<file path="src/rtl/irq_pkg.sv">
package irq_pkg;
   typedef enum logic {MODE_PLAIN = 1'b0, MODE_VECT = 1'b1} svc_mode_e;

   localparam int unsigned ADDR_MASK   = 0;
   localparam int unsigned ADDR_VECT   = 1;
   localparam int unsigned ADDR_CMD    = 2;
   localparam int unsigned ADDR_STAT0  = 3;

   localparam logic [7:0] CMD_GO_VECT  = 8'h01;
   localparam logic [7:0] CMD_GO_PLAIN = 8'h02;
endpackage

</file>
<file path="src/rtl/irq_regs.sv">
module irq_regs
   import irq_pkg::*;
#(
   parameter int unsigned     DATA_W  = 8,
   parameter int unsigned     ADDR_W  = 3,
   parameter int unsigned     N_SRC   = 8,
   parameter logic [DATA_W-1:0] VEC_RST = 8'h0F
) (
   input  logic              clk,
   input  logic              rst_n,
   input  logic              wr_en,
   input  logic [ADDR_W-1:0] wr_addr,
   input  logic [DATA_W-1:0] wr_data,
   output logic [N_SRC-1:0]  mask_q,
   output logic [DATA_W-1:0] vec_q,
   output svc_mode_e         mode_q
);
   localparam logic [ADDR_W-1:0] A_MASK = ADDR_W'(ADDR_MASK);
   localparam logic [ADDR_W-1:0] A_VECT = ADDR_W'(ADDR_VECT);
   localparam logic [ADDR_W-1:0] A_CMD  = ADDR_W'(ADDR_CMD);
   localparam logic [DATA_W-1:0] C_VECT = DATA_W'(CMD_GO_VECT);
   localparam logic [DATA_W-1:0] C_PLN  = DATA_W'(CMD_GO_PLAIN);

   logic cmd_wr;
   assign cmd_wr = wr_en && (wr_addr == A_CMD);

   always_ff @(posedge clk or negedge rst_n) begin
      if (!rst_n) begin
         mask_q <= '0;
         vec_q  <= VEC_RST;
         mode_q <= MODE_PLAIN;
      end else if (wr_en) begin
         case (wr_addr)
            A_MASK: mask_q <= wr_data[N_SRC-1:0];
            A_VECT: vec_q  <= wr_data;
            A_CMD: begin
               if (wr_data == C_VECT)     mode_q <= MODE_VECT;
               else if (wr_data == C_PLN) mode_q <= MODE_PLAIN;
            end
            default: ;
         endcase
      end
   end

   logic is_vect;
   assign is_vect = (mode_q == MODE_VECT);

   assert_mode_entry_R2: assert property (@(posedge clk) disable iff (!rst_n)
      $rose(is_vect) |-> $past(cmd_wr && wr_data == C_VECT));

   assert_revert_keeps_R8: assert property (@(posedge clk) disable iff (!rst_n)
      $fell(is_vect) |-> ($stable(mask_q) && $stable(vec_q)));

   assert_bad_cmd_R8: assert property (@(posedge clk) disable iff (!rst_n)
      $past(cmd_wr && wr_data != C_VECT && wr_data != C_PLN) |-> $stable(is_vect));
endmodule

</file>
<file path="src/rtl/irq_combine.sv">
module irq_combine #(
   parameter int unsigned N_SRC   = 8,
   parameter bit          REG_IRQ = 1'b0
) (
   input  logic             clk,
   input  logic             rst_n,
   input  logic [N_SRC-1:0] src_pend,
   input  logic [N_SRC-1:0] mask_q,
   output logic             irq_n
);
   logic [N_SRC-1:0] live;
   logic             any_live;

   for (genvar i = 0; i < N_SRC; i++) begin : g_gate
      assign live[i] = src_pend[i] & mask_q[i];
   end
   assign any_live = |live;

   if (REG_IRQ) begin : g_reg
      logic irq_q;
      always_ff @(posedge clk or negedge rst_n) begin
         if (!rst_n) irq_q <= 1'b1;
         else        irq_q <= ~any_live;
      end
      assign irq_n = irq_q;
   end else begin : g_comb
      assign irq_n = ~any_live;
   end
endmodule

</file>
<file path="src/rtl/irq_vec_drive.sv">
module irq_vec_drive
   import irq_pkg::*;
#(
   parameter int unsigned DATA_W = 8
) (
   input  svc_mode_e         mode_q,
   input  logic              iack_n,
   input  logic              irq_n,
   input  logic [DATA_W-1:0] vec_q,
   output logic              bus_oe,
   output logic [DATA_W-1:0] bus_data
);
   assign bus_oe   = (mode_q == MODE_VECT) && !iack_n && !irq_n;
   assign bus_data = bus_oe ? vec_q : '0;
endmodule

</file>
<file path="src/rtl/irq_front.sv">
module irq_front
   import irq_pkg::*;
#(
   parameter int unsigned     DATA_W     = 8,
   parameter int unsigned     ADDR_W     = 3,
   parameter int unsigned     N_CH       = 2,
   parameter int unsigned     SRC_PER_CH = 4,
   parameter int unsigned     ERR_PER_CH = 3,
   parameter bit              REG_IRQ    = 1'b0,
   parameter logic [DATA_W-1:0] VEC_RST  = 8'h0F
) (
   input  logic                       clk,
   input  logic                       rst_n,
   input  logic [N_CH*SRC_PER_CH-1:0] src_pend,
   input  logic [N_CH*ERR_PER_CH-1:0] rx_err,
   input  logic                       wr_en,
   input  logic [ADDR_W-1:0]          wr_addr,
   input  logic [DATA_W-1:0]          wr_data,
   input  logic [ADDR_W-1:0]          rd_addr,
   output logic [DATA_W-1:0]          rd_data,
   input  logic                       iack_n,
   output logic                       irq_n,
   output logic [DATA_W-1:0]          bus_data,
   output logic                       bus_oe
);
   localparam int unsigned N_SRC = N_CH * SRC_PER_CH;
   localparam int unsigned ERR_LSB = DATA_W / 2;

   if (N_SRC > DATA_W) begin : g_chk_mask
      $error("irq_front: mask wider than data path");
   end
   if (SRC_PER_CH > ERR_LSB || ERR_PER_CH >= DATA_W - ERR_LSB) begin : g_chk_stat
      $error("irq_front: status fields do not fit");
   end
   if ((ADDR_STAT0 + N_CH) > (1 << ADDR_W)) begin : g_chk_addr
      $error("irq_front: address space too small");
   end

   logic [N_SRC-1:0]  mask_q;
   logic [DATA_W-1:0] vec_q;
   svc_mode_e         mode_q;

   irq_regs #(.DATA_W(DATA_W), .ADDR_W(ADDR_W), .N_SRC(N_SRC), .VEC_RST(VEC_RST)) u_regs (
      .clk     (clk),
      .rst_n   (rst_n),
      .wr_en   (wr_en),
      .wr_addr (wr_addr),
      .wr_data (wr_data),
      .mask_q  (mask_q),
      .vec_q   (vec_q),
      .mode_q  (mode_q)
   );

   irq_combine #(.N_SRC(N_SRC), .REG_IRQ(REG_IRQ)) u_comb (
      .clk      (clk),
      .rst_n    (rst_n),
      .src_pend (src_pend),
      .mask_q   (mask_q),
      .irq_n    (irq_n)
   );

   irq_vec_drive #(.DATA_W(DATA_W)) u_drive (
      .mode_q   (mode_q),
      .iack_n   (iack_n),
      .irq_n    (irq_n),
      .vec_q    (vec_q),
      .bus_oe   (bus_oe),
      .bus_data (bus_data)
   );

   logic [DATA_W-1:0] stat [N_CH];
   for (genvar c = 0; c < N_CH; c++) begin : g_stat
      always_comb begin
         stat[c] = '0;
         stat[c][SRC_PER_CH-1:0]        = src_pend[c*SRC_PER_CH +: SRC_PER_CH];
         stat[c][ERR_LSB +: ERR_PER_CH] = rx_err[c*ERR_PER_CH +: ERR_PER_CH];
      end
   end

   always_comb begin
      rd_data = '0;
      if (rd_addr == ADDR_W'(ADDR_MASK))      rd_data[N_SRC-1:0] = mask_q;
      else if (rd_addr == ADDR_W'(ADDR_VECT)) rd_data = vec_q;
      else if (rd_addr == ADDR_W'(ADDR_CMD))  rd_data[0] = (mode_q == MODE_VECT);
      for (int c = 0; c < N_CH; c++) begin
         if (rd_addr == ADDR_W'(ADDR_STAT0 + c)) rd_data = stat[c];
      end
   end

   assert_vector_out_R3: assert property (@(posedge clk) disable iff (!rst_n)
      (mode_q == MODE_VECT && !iack_n && !irq_n) |-> (bus_oe && bus_data == vec_q));

   assert_quiet_plain_R4: assert property (@(posedge clk) disable iff (!rst_n)
      (mode_q == MODE_PLAIN || iack_n) |-> !bus_oe);

   if (!REG_IRQ) begin : g_irq_chk
      assert_masked_idle_R5: assert property (@(posedge clk) disable iff (!rst_n)
         ((src_pend & mask_q) == '0) |-> irq_n);
      assert_pending_low_R5: assert property (@(posedge clk) disable iff (!rst_n)
         ((src_pend & mask_q) != '0) |-> !irq_n);
   end

   assert_err_inert_R9: assert property (@(posedge clk) disable iff (!rst_n)
      (!$stable(rx_err) && $stable(src_pend) && $stable(mask_q)) |-> $stable(irq_n));
endmodule

</file>
<file path="config.mk">
export PLATFORM = sky130hd
export DESIGN_NAME = irq_front
export DESIGN_NICKNAME = d
export VERILOG_FILES = /design/src/rtl/irq_pkg.sv /design/src/rtl/irq_regs.sv /design/src/rtl/irq_combine.sv /design/src/rtl/irq_vec_drive.sv /design/src/rtl/irq_front.sv
export SDC_FILE = /design/constraint.sdc
export NUM_CORES = 1
export LEC_CHECK = 0
export ABC_AREA = 1
export BUFFER_PORTS_ARGS = -buffer_cell sky130_fd_sc_hd__buf_4
export CAP_MARGIN = 20
export CORE_UTILIZATION = 47
export CTS_CLUSTER_DIAMETER = 40
export DETAILED_ROUTE_END_ITERATION = 7
export GPL_TIMING_DRIVEN = 0
export PLACE_DENSITY = 0.82
export SLEW_MARGIN = 20
export SYNTH_ARGS = -nofsm -noshare
export SYNTH_HDL_FRONTEND = slang
export SYNTH_SLANG_ARGS = --single-unit
export TNS_END_PERCENT = 1
</file>
<file path="constraint.sdc">
create_clock -name clk -period 1 [get_ports clk]
set_input_delay 0.1 -clock clk [delete_from_list [all_inputs] [get_ports clk]]
set_output_delay 0.1 -clock clk [all_outputs]
set_load 0.02 [all_outputs]
</file>
==> results of run 1 <==
through the flow:
step | utilization [%] | hold WS, ps | worst slack (ps) | TNS (ps) | power, W
6_report | 78.8 | 54.5 | -552 | -6930 | 0.00208
5_1_grt | 78.8 | 63.6 | -646 | -8260 | 0.00220
4_1_cts | 78.0 | 54.0 | -576 | -7250 | 0.00206
3_5_place_dp | 72.1 | -30.7 | -337 | -2980 | 0.00163
3_3_place_gp | 72.1 | -36.4 | -264 | -2410 | 0.00160
2_1_floorplan | - | -196 | -104 | -899 | 0.00135
critical path, stage by stage (launching register included):
cell     delay (ps)
dfrtp_1         420
nand2_1          80
nand2_1          50
nor2_1          100
nand2_2          90
nand3_4          80
buf_12          160
nor2_4           50
buf_6           120
cell families after synthesis:
family	count (synthesis)	synth area share, %
buf+inv	31	11.2
flops	17	36.8
compound gates	20	13.7
simple gates	99	38.4
flip-flops by register name, indices dropped and copies added, names as in the netlist:
name	count
u_regs.mode_q	1
u_regs.mask_q	8
u_regs.vec_q	8
metal layers:
| metal | part of all wire (%) | wire (um) |
|---|---|---|
| met1 | 42 | 1320 |
| met2 | 50 | 1590 |
| met4 | 1.5 | 46 |
| met3 | 6.2 | 196 |
| met5 | 0 | 0 |
repair_timing:
item,CTS,global route
pin swaps,12,7
hold buffers,1,0
buffers inserted,5,0
endpoints found under the hold margin,17,0
resized for setup,16,6
setup endpoints to repair,18,18
cells in the mapped netlist, types with 2 or more instances:
master   instances
nor2_1          18
inv_1           20
nand4_1          6
inv_2            9
dfstp_2          4
nand3_2          3
dfrtp_1         13
nand2_1         65
buf_6            2
o21ai_1          3
o21ai_2         16
where the power goes:
part           internal (W)  total [W]  switching (W)
logic              0.000351   0.000775       0.000424
registers          0.000832   0.000937       0.000105
clock network      0.000156   0.000366       0.000210
area by class of cell:
cell class,instances,area [sq um],share of cell area [%]
Buffer,2,22.5,1.26
Clock buffer,4,26.3,1.46
Inverter,29,109,6.07
Multi-Input combinational cell,119,691,38.5
Sequential cell,17,430,24.0
Tap cell,28,35.0,1.95
Timing Repair Buffer,55,480,26.8
final timing paths:
check,startpoint,endpoint,cells past startpoint
setup / recovery,u_regs.mask_q[6]$_DFFE_PN0P_,bus_data[6],8
hold / removal,wr_data[1],u_regs.vec_q[1]$_DFFE_PN1P_,3
setup reg to reg,u_regs.mask_q[6]$_DFFE_PN0P_,u_regs.mask_q[6]$_DFFE_PN0P_,3
hold reg to reg,u_regs.vec_q[0]$_DFFE_PN1P_,u_regs.vec_q[0]$_DFFE_PN1P_,2
max in group asynchronous,rst_n,u_regs.vec_q[0]$_DFFE_PN1P_,2
min in group asynchronous,rst_n,u_regs.vec_q[6]$_DFFE_PN0P_,2
==> flow_metrics.py, run 1 <==
metrics = {
    "global_routing": {
        "grt_busiest_layer": "met2",
        "met2_usage_pct": 45.1,
        "grt-ovfl-total": 0,
        "use_met3_pct": 3.22,
        "grt_max_degree": 18,
        "antenna_found_initial": 0,
        "grt_pass1_wl_um": 5000,
        "met1_usage_pct": 30.7,
        "grtUsageTotal_pct": 25.8,
        "grt_pass1_vias": 1171,
    },
    "drt": {
        "drt_iter0_markers": 40,
        "drc_errors": 0,
        "routed_wl_um": 3160,
        "firstDrtPassIters": 4,
        "avgRoutedWirePerCell_um": 12.4,
        "antenna_left": 0,
        "vias": 1265,
        "vias_per_cell": 4.98,
    },
    "critical_path": {
        "rrSetupSlack_ps": 220,
        "cp-start-kind": "register",
        "path_max_fanout": 8,
        "worst_setup_path_end_kind": "primary output",
        "arrival_ps": 1450,
        "path_class": "reg2out",
        "cp.required_ps": 900,
    },
    "clock_tree": {
        "cts_sinks": 17,
        "clk-insertion-delay-late_ps": 290,
        "cts_made_buffers": 3,
        "cts_tree": "done",
        "clkTransAtPathRegs_ps": 90,
        "root_buffer": "clkbuf_4",
        "cts.htree.levels": 1,
        "clk_path_buf_depth": 2,
    },
    "synth": {
        "synthTopCellsByArea": "dfrtp_1 (28%), nand2_1 (21%), o21ai_2 (12%), dfstp_2 (9.0%), inv_1 (6.4%)",
        "synthesis.nets": 199,
        "synth_top_area_share_pct": 27.8,
        "synth_warnings": 0,
        "yosys.area.top_type": "dfrtp_1",
        "async_flop_share_pct": 100,
        "synth-seq-cells": 17,
        "syn_area_sq_um": 1170,
        "synth-edff-count": 0,
        "avgSynthCellArea_sq_um": 7.01,
        "yosys.cell_types.count": 19,
        "postSynthCellCount": 167,
        "ys.flop_type": "dfrtp_1",
        "ys_seq_area_share_pct": 36.8,
    },
    "die": {
        "die_w_um": 51.9,
        "io_pins": 50,
        "start_util_pct": 51.5,
        "core_region_area_sq_um": 2280,
        "die_area_sq_um": 2700,
        "die_y_um": 51.9,
        "num_rows": 17,
    },
    "timing": {
        "setup_slack_ps": -552,
        "min_period_ps": 1550,
        "report.final.slew_viol_count": 0,
        "fin_crit_sh_pct": 155,
        "fin_skew_ps": 0,
        "rsz0062_at_grt": "true",
        "worst_pin_slew_ps": 328,
        "slew_headroom_pct": 78.1,
        "fmax_mhz": 644,
        "finalHoldViolCount": 0,
        "setup_viol": 18,
    },
    "finish": {
        "final_common_cell": "nand2_1",
        "syn2layout_area_growth_pct": 53.2,
        "drive_gt1_share_pct": 49.1,
        "layout_common_cells": "nand2_1 (62), buf_4 (39), inv_1 (18), o21ai_2 (17), buf_6 (16)",
        "num-nets-final": 259,
        "fin_cells": 254,
        "antenna_cells": 0,
        "nFillCells": 158,
        "fin_area_sq_um": 1790,
    },
    "status": {
        "status": "finished with violations",
        "failed_checks": "setup timing",
    },
    "power_and_ir_drop": {
        "p_leak_nw": 0.927,
        "peakVddDrop_mv": 1.01,
        "p_per_area_nw_per_um2": 1160,
    },
    "min_path": {
        "hp-class": "in2reg",
    },
    "placement": {
        "io_buffer_count": 49,
        "hpwl_um": 2470,
        "gp_congestion": 0.861,
        "dpl_cell_area_sq_um": 1640,
        "dp_cells": 244,
    },
    "job": {
        "drv_cap": 0,
    },
}
Note: power is estimated with default switching activity, not from simulation.
==> inputs of run 2 (changes only) <==
- CTS_CLUSTER_SIZE: unset -> 8
- RECOVER_POWER: unset -> 50
==> run 2 against run 1 <==
The flow still finishes with violations (setup timing); cell area decreased by 0.14%; register-to-register slack about the same; sequential power is essentially flat; worst hold slack about the same; critical path type unchanged.
==> flow_metrics.py, run 2 (synthesized netlist as in run 1, its figures left out) <==
metrics = {
    "finish": {
        "final_util_pct": 78.7,
        "final_common_cell": "nand2_1",
        "num-nets-final": 259,
        "reg.largest.list": "u_regs.mask_q: 8 flops, u_regs.vec_q: 8 flops, u_regs.mode_q: 1 flops",
        "syn2layout_area_growth_pct": 53.0,
        "drive_gt1_share_pct": 49.1,
        "layout_common_cells": "nand2_1 (62), buf_4 (38), inv_1 (18), o21ai_2 (17), buf_6 (16)",
        "antenna_cells": 0,
    },
    "drt": {
        "drc_errors": 0,
        "routed_wl_um": 3150,
        "avgRoutedWirePerCell_um": 12.4,
        "vias": 1262,
        "firstDrtPassIters": 4,
        "drt_iter0_markers": 40,
        "vias_per_cell": 4.97,
        "antenna_left": 0,
    },
    "clock_tree": {
        "cts.htree.levels": 1,
        "cts_tree": "done",
        "cts_sinks": 17,
        "cts_made_buffers": 3,
        "clkTransAtPathRegs_ps": 90,
        "root_buffer": "clkbuf_4",
        "clk-insertion-delay-late_ps": 290,
        "clk_path_buf_depth": 2,
    },
    "critical_path": {
        "startpoint": "u_regs.mask_q[6]$_DFFE_PN0P_",
        "slowest_stage": "dfrtp_1",
        "worst_setup_path_end_kind": "primary output",
        "path_buf_inv": 2,
        "crit_path_max_incr_delay_ps": 420,
        "cp-start-kind": "register",
        "crit_top_cell": "nand2_1",
        "arrival_ps": 1450,
        "reg2reg_from": "u_regs.mask_q[6]$_DFFE_PN0P_",
        "crit_chain": "nand2_1 > nand2_1 > nor2_1 > nand2_2 > nand3_4 > buf_12 > nor2_4 > buf_6",
        "critPathTopFamily": "simple AND/OR/NAND/NOR gates",
        "path_max_fanout": 8,
        "cp.required_ps": 900,
        "path_class": "reg2out",
        "rrSetupSlack_ps": 220,
    },
    "power_and_ir_drop": {
        "intPower_w": 0.00134,
        "p_seq_share_pct": 45.1,
        "p_per_area_nw_per_um2": 1160,
        "power_w": 0.00208,
        "comb_power_share_pct": 37.2,
        "peakVddDrop_mv": 1.00,
        "p_clk_share_pct": 17.7,
        "sw_frac_of_total_pct": 35.6,
        "p_sw_w": 0.000741,
        "p_leak_nw": 0.926,
    },
    "global_routing": {
        "grtUsageTotal_pct": 25.8,
        "grt_pass1_vias": 1171,
        "grt_pass1_wl_um": 5000,
        "grt_max_degree": 18,
        "antenna_found_initial": 0,
        "grt-ovfl-total": 0,
    },
    "status": {
        "status": "finished with violations",
        "failed_checks": "setup timing",
    },
    "timing": {
        "slew_headroom_pct": 73.4,
        "worst_pin_slew_ps": 399,
        "rsz0062_at_grt": "true",
        "finalHoldViolCount": 0,
        "fin_crit_sh_pct": 155,
        "setup_tns_ps": -6940,
        "report.final.slew_viol_count": 0,
        "fmax_mhz": 644,
        "setup_slack_ps": -552,
        "setup_viol": 18,
        "fin_skew_ps": 0,
        "min_period_ps": 1550,
    },
    "placement": {
        "hpwl_um": 2470,
        "io_buffer_count": 49,
        "gp_congestion": 0.861,
        "place_ws_ps": -337,
    },
    "die": {
        "die_w_um": 51.9,
        "start_util_pct": 51.5,
        "core_region_area_sq_um": 2280,
        "num_rows": 17,
        "io_pins": 50,
        "die_y_um": 51.9,
        "die_area_sq_um": 2700,
    },
    "min_path": {
        "hp-class": "in2reg",
        "hold_start": "wr_data[1]",
    },
    "job": {
        "drv_cap": 0,
    },
}
run 2: cell count changes in the layout (fill, tap and decap cells not counted):
cell	delta
clkbuf_2	+1
buf_4	-1
run 2: final timing paths:
check	endpoint	depth (start not counted)
min in group asynchronous	u_regs.vec_q[6]$_DFFE_PN0P_	2
min	u_regs.vec_q[1]$_DFFE_PN1P_	3
max reg2reg	u_regs.mask_q[6]$_DFFE_PN0P_	3
max in group asynchronous	u_regs.vec_q[0]$_DFFE_PN1P_	2
min reg2reg	u_regs.vec_q[0]$_DFFE_PN1P_	2
max	bus_data[6]	8
run 2: layout make-up:
| cell class | count | area, sq um |
|---|---|---|
| Buffer | 2 | 22.5 |
| Clock buffer | 4 | 26.3 |
| Fill cell | 159 | 484 |
| Inverter | 29 | 109 |
| Multi-Input combinational cell | 119 | 691 |
| Sequential cell | 17 | 430 |
| Tap cell | 28 | 35.0 |
| Timing Repair Buffer | 55 | 478 |
run 2: power groups by stage:
stage | clock, W | sequential (W) | combinational (W)
after CTS | 0.000371 | 0.000932 | 0.000754
final | 0.000367 | 0.000937 | 0.000774
after detailed placement | 0 | 0.000947 | 0.000680
after global placement | 0 | 0.000944 | 0.000653
after global routing | 0.000397 | 0.000955 | 0.000844
after floorplan | 0 | 0.000912 | 0.000433
run 2: worst register-to-register path: cells and delay by family, from the launching register on:
family / cells / cell delay [ps]
DFF: 1 / 420
buffers and inverters: 1 / 140
and+or+nand+nor: 1 / 70
AOI/OAI and AO/OA: 1 / 50
run 2: timing repair:
action	in CTS	in global routing
hold buffers	1	0
pin swaps	12	7
setup buffers	5	0
endpoints found under the setup margin	18	18
endpoints found under the hold margin	17	0
resized for setup	16	6
run 2: stage by stage:
step	instance area, sq um	hold WS (ps)	instances
3_3_place_gp	1640	-36.4	244
2_1_floorplan	1240	-196	167
4_1_cts	1780	54.0	254
6_report	1790	54.4	254
5_1_grt	1790	63.6	254
3_5_place_dp	1640	-30.7	244
run 2: routing by layer:
layer  vias up  part of all wire, %  GRT usage (%)
met4         0                  1.5           12.6
met2        58                   50           45.1
met5         -                    0              0
li1        634                    -              -
met1       565                   42           30.7
met3         5                  6.1           3.22
==> inputs of run 3 (changes only) <==
- CORE_UTILIZATION: 47 -> 42
- PLACE_DENSITY: 0.82 -> 0.79
- clock period: 1 -> 1.4 ns (I/O delays scaled with it)
==> run 3 against run 2 <==
The run still ends with setup timing left; sequential share of layout area grew 1.2 points; worst hold slack gained 28 ps; final cell count grew 2.4%; sequential power shrank 30%; register-to-register slack gained 300 ps; worst setup slack gained 410 ps; first-iteration DRC count shrank 23%; critical path depth shrank 1; power shrank 29%; non-clock buffer count grew 3; critical endpoint is now bus_data[2]; highest routed layer unchanged.
==> flow_metrics.py, run 3 (synthesized netlist as in run 1, its figures left out) <==
metrics = {
    "global_routing": {
        "antenna_found_initial": 0,
        "grt_pass1_wl_um": 4560,
        "grt_pass1_vias": 1098,
        "grtUsageTotal_pct": 21.4,
        "grt-ovfl-total": 0,
        "grt_max_degree": 18,
    },
    "critical_path": {
        "crit_chain": "nand2_1 > nand2_1 > nor2_2 > nand2_2 > nand3_4 > nor2_1 > buf_4",
        "arrival_ps": 1410,
        "crit_path_max_incr_delay_ps": 410,
        "path_max_fanout": 5,
        "slowest_stage": "dfrtp_1",
        "crit_top_cell": "nand2_1",
        "worst_setup_path_end_kind": "primary output",
        "cp-start-kind": "register",
        "rrSetupSlack_ps": 520,
        "path_class": "reg2out",
        "reg2reg_from": "u_regs.mask_q[7]$_DFFE_PN0P_",
        "cp.required_ps": 1260,
        "startpoint": "u_regs.mask_q[0]$_DFFE_PN0P_",
    },
    "drt": {
        "vias": 1258,
        "avgRoutedWirePerCell_um": 11.7,
        "firstDrtPassIters": 4,
        "antenna_left": 0,
        "drt_iter0_markers": 31,
        "vias_per_cell": 4.84,
        "drc_errors": 0,
        "routed_wl_um": 3030,
    },
    "finish": {
        "nFillCells": 233,
        "num-nets-final": 263,
        "drive_gt1_share_pct": 44.8,
        "layout_common_cells": "nand2_1 (63), buf_4 (53), inv_1 (20), o21ai_2 (17), nor2_1 (16)",
        "final_util_pct": 67.2,
        "antenna_cells": 0,
        "syn2layout_area_growth_pct": 46.0,
        "reg.largest.list": "u_regs.mask_q: 8 flops, u_regs.vec_q: 8 flops, u_regs.mode_q: 1 flops",
        "final_common_cell": "nand2_1",
    },
    "placement": {
        "io_buffer_count": 49,
        "hpwl_um": 2230,
        "place_ws_ps": 145,
        "gp_congestion": 0.801,
    },
    "timing": {
        "finalHoldViolCount": 0,
        "worst_pin_slew_ps": 863,
        "fin_crit_sh_pct": 110,
        "setup_slack_ps": -146,
        "rsz0062_at_grt": "true",
        "report.final.slew_viol_count": 0,
        "fmax_mhz": 647,
        "slew_headroom_pct": 42.5,
        "fin_skew_ps": 0,
        "min_period_ps": 1550,
        "setup_viol": 11,
    },
    "status": {
        "failed_checks": "setup timing",
        "status": "finished with violations",
    },
    "die": {
        "die_w_um": 54.8,
        "die_y_um": 54.8,
        "start_util_pct": 46.0,
        "die_area_sq_um": 3000,
        "num_rows": 18,
        "io_pins": 50,
        "core_region_area_sq_um": 2540,
    },
    "power_and_ir_drop": {
        "peakVddDrop_mv": 0.587,
        "sw_frac_of_total_pct": 34.6,
        "p_sw_w": 0.000513,
        "p_clk_share_pct": 17.6,
        "p_seq_share_pct": 44.4,
        "p_per_area_nw_per_um2": 868,
        "comb_power_share_pct": 38.0,
        "intPower_w": 0.000971,
        "p_leak_nw": 0.923,
    },
    "clock_tree": {
        "clk_path_buf_depth": 2,
        "root_buffer": "clkbuf_4",
        "cts_sinks": 17,
        "cts.htree.levels": 1,
        "cts_made_buffers": 3,
        "clk-insertion-delay-late_ps": 300,
        "clkTransAtPathRegs_ps": 90,
        "cts_tree": "done",
    },
    "min_path": {
        "hp-class": "in2reg",
        "hold_start": "wr_data[1]",
    },
    "job": {
        "drv_cap": 0,
    },
}
## run 3: changes by cell type in the layout (fill, tap and decap cells not counted), sizes merged
| cell | before | now |
|---|---|---|
| nand3 | 4 | 5 |
| buf | 55 | 58 |
## run 3: power by group through the flow
stage	Clock, W	Sequential (W)	Combinational (W)
final	0.000261	0.000658	0.000564
after global routing	0.000285	0.000671	0.000618
after CTS	0.000257	0.000657	0.000545
after detailed placement	0	0.000677	0.000450
after global placement	0	0.000672	0.000440
after floorplan	0	0.000651	0.000279
## run 3: per-layer routing
| metal | track usage, % | routed length (um) |
|---|---|---|
| met1 | 26.6 | 1220 |
| met2 | 38.2 | 1480 |
| met3 | 2.50 | 252 |
| met4 | 6.41 | 80 |
| met5 | 0 | 0 |
## run 3: area by class of cell
| type | instances | area (sq um) | share of cell area, % |
|---|---|---|---|
| sequential | 17 | 432 | 25.2 |
| multi-input combinational | 120 | 638 | 37.3 |
| tap | 30 | 37.5 | 2.19 |
| clock buffer | 4 | 26.3 | 1.54 |
| inverter | 29 | 109 | 6.36 |
| timing repair buffer | 58 | 445 | 26.0 |
| buffer | 2 | 22.5 | 1.32 |
## run 3: worst max-delay path: cells and delay by family (launching register included)
| family | cells | cell delay [ps] |
|---|---|---|
| simple gates | 6 | 550 |
| flops | 1 | 410 |
| buf+inv | 1 | 150 |
## run 3: what timing repair did
action                                  4_1_cts  5_1_grt
hold endpoints to repair                     17        0
endpoints found under the setup margin       10       11
pin swaps                                     5        0
resized for setup                             8        5
gates cloned                                  1        0
hold buffers                                  1        0
buffers inserted                              7        1
## run 3: path summary, 6_finish.rpt
path / endpoint / cells after the start
hold / removal: u_regs.vec_q[1]$_DFFE_PN1P_ / 3
max in group asynchronous: u_regs.mode_q$_DFFE_PN0P_ / 2
hold reg to reg: u_regs.vec_q[0]$_DFFE_PN1P_ / 2
setup / recovery: bus_data[2] / 7
min in group asynchronous: u_regs.vec_q[6]$_DFFE_PN0P_ / 2
setup reg to reg: u_regs.mask_q[7]$_DFFE_PN0P_ / 4
## run 3: per-stage QoR
stage | power [W] | cell area (sq um) | std cells | TNS, ps | hold WS (ps)
3_5_place_dp | 0.00113 | 1580 | 246 | 0 | 9.73
4_1_cts | 0.00146 | 1700 | 259 | -989 | 97.8
3_3_place_gp | 0.00111 | 1580 | 246 | 0 | 7.04
6_report | 0.00148 | 1710 | 260 | -1270 | 82.8
2_1_floorplan | 0.000930 | 1170 | 167 | 0 | -156
5_1_grt | 0.00157 | 1710 | 260 | -2030 | 96.5
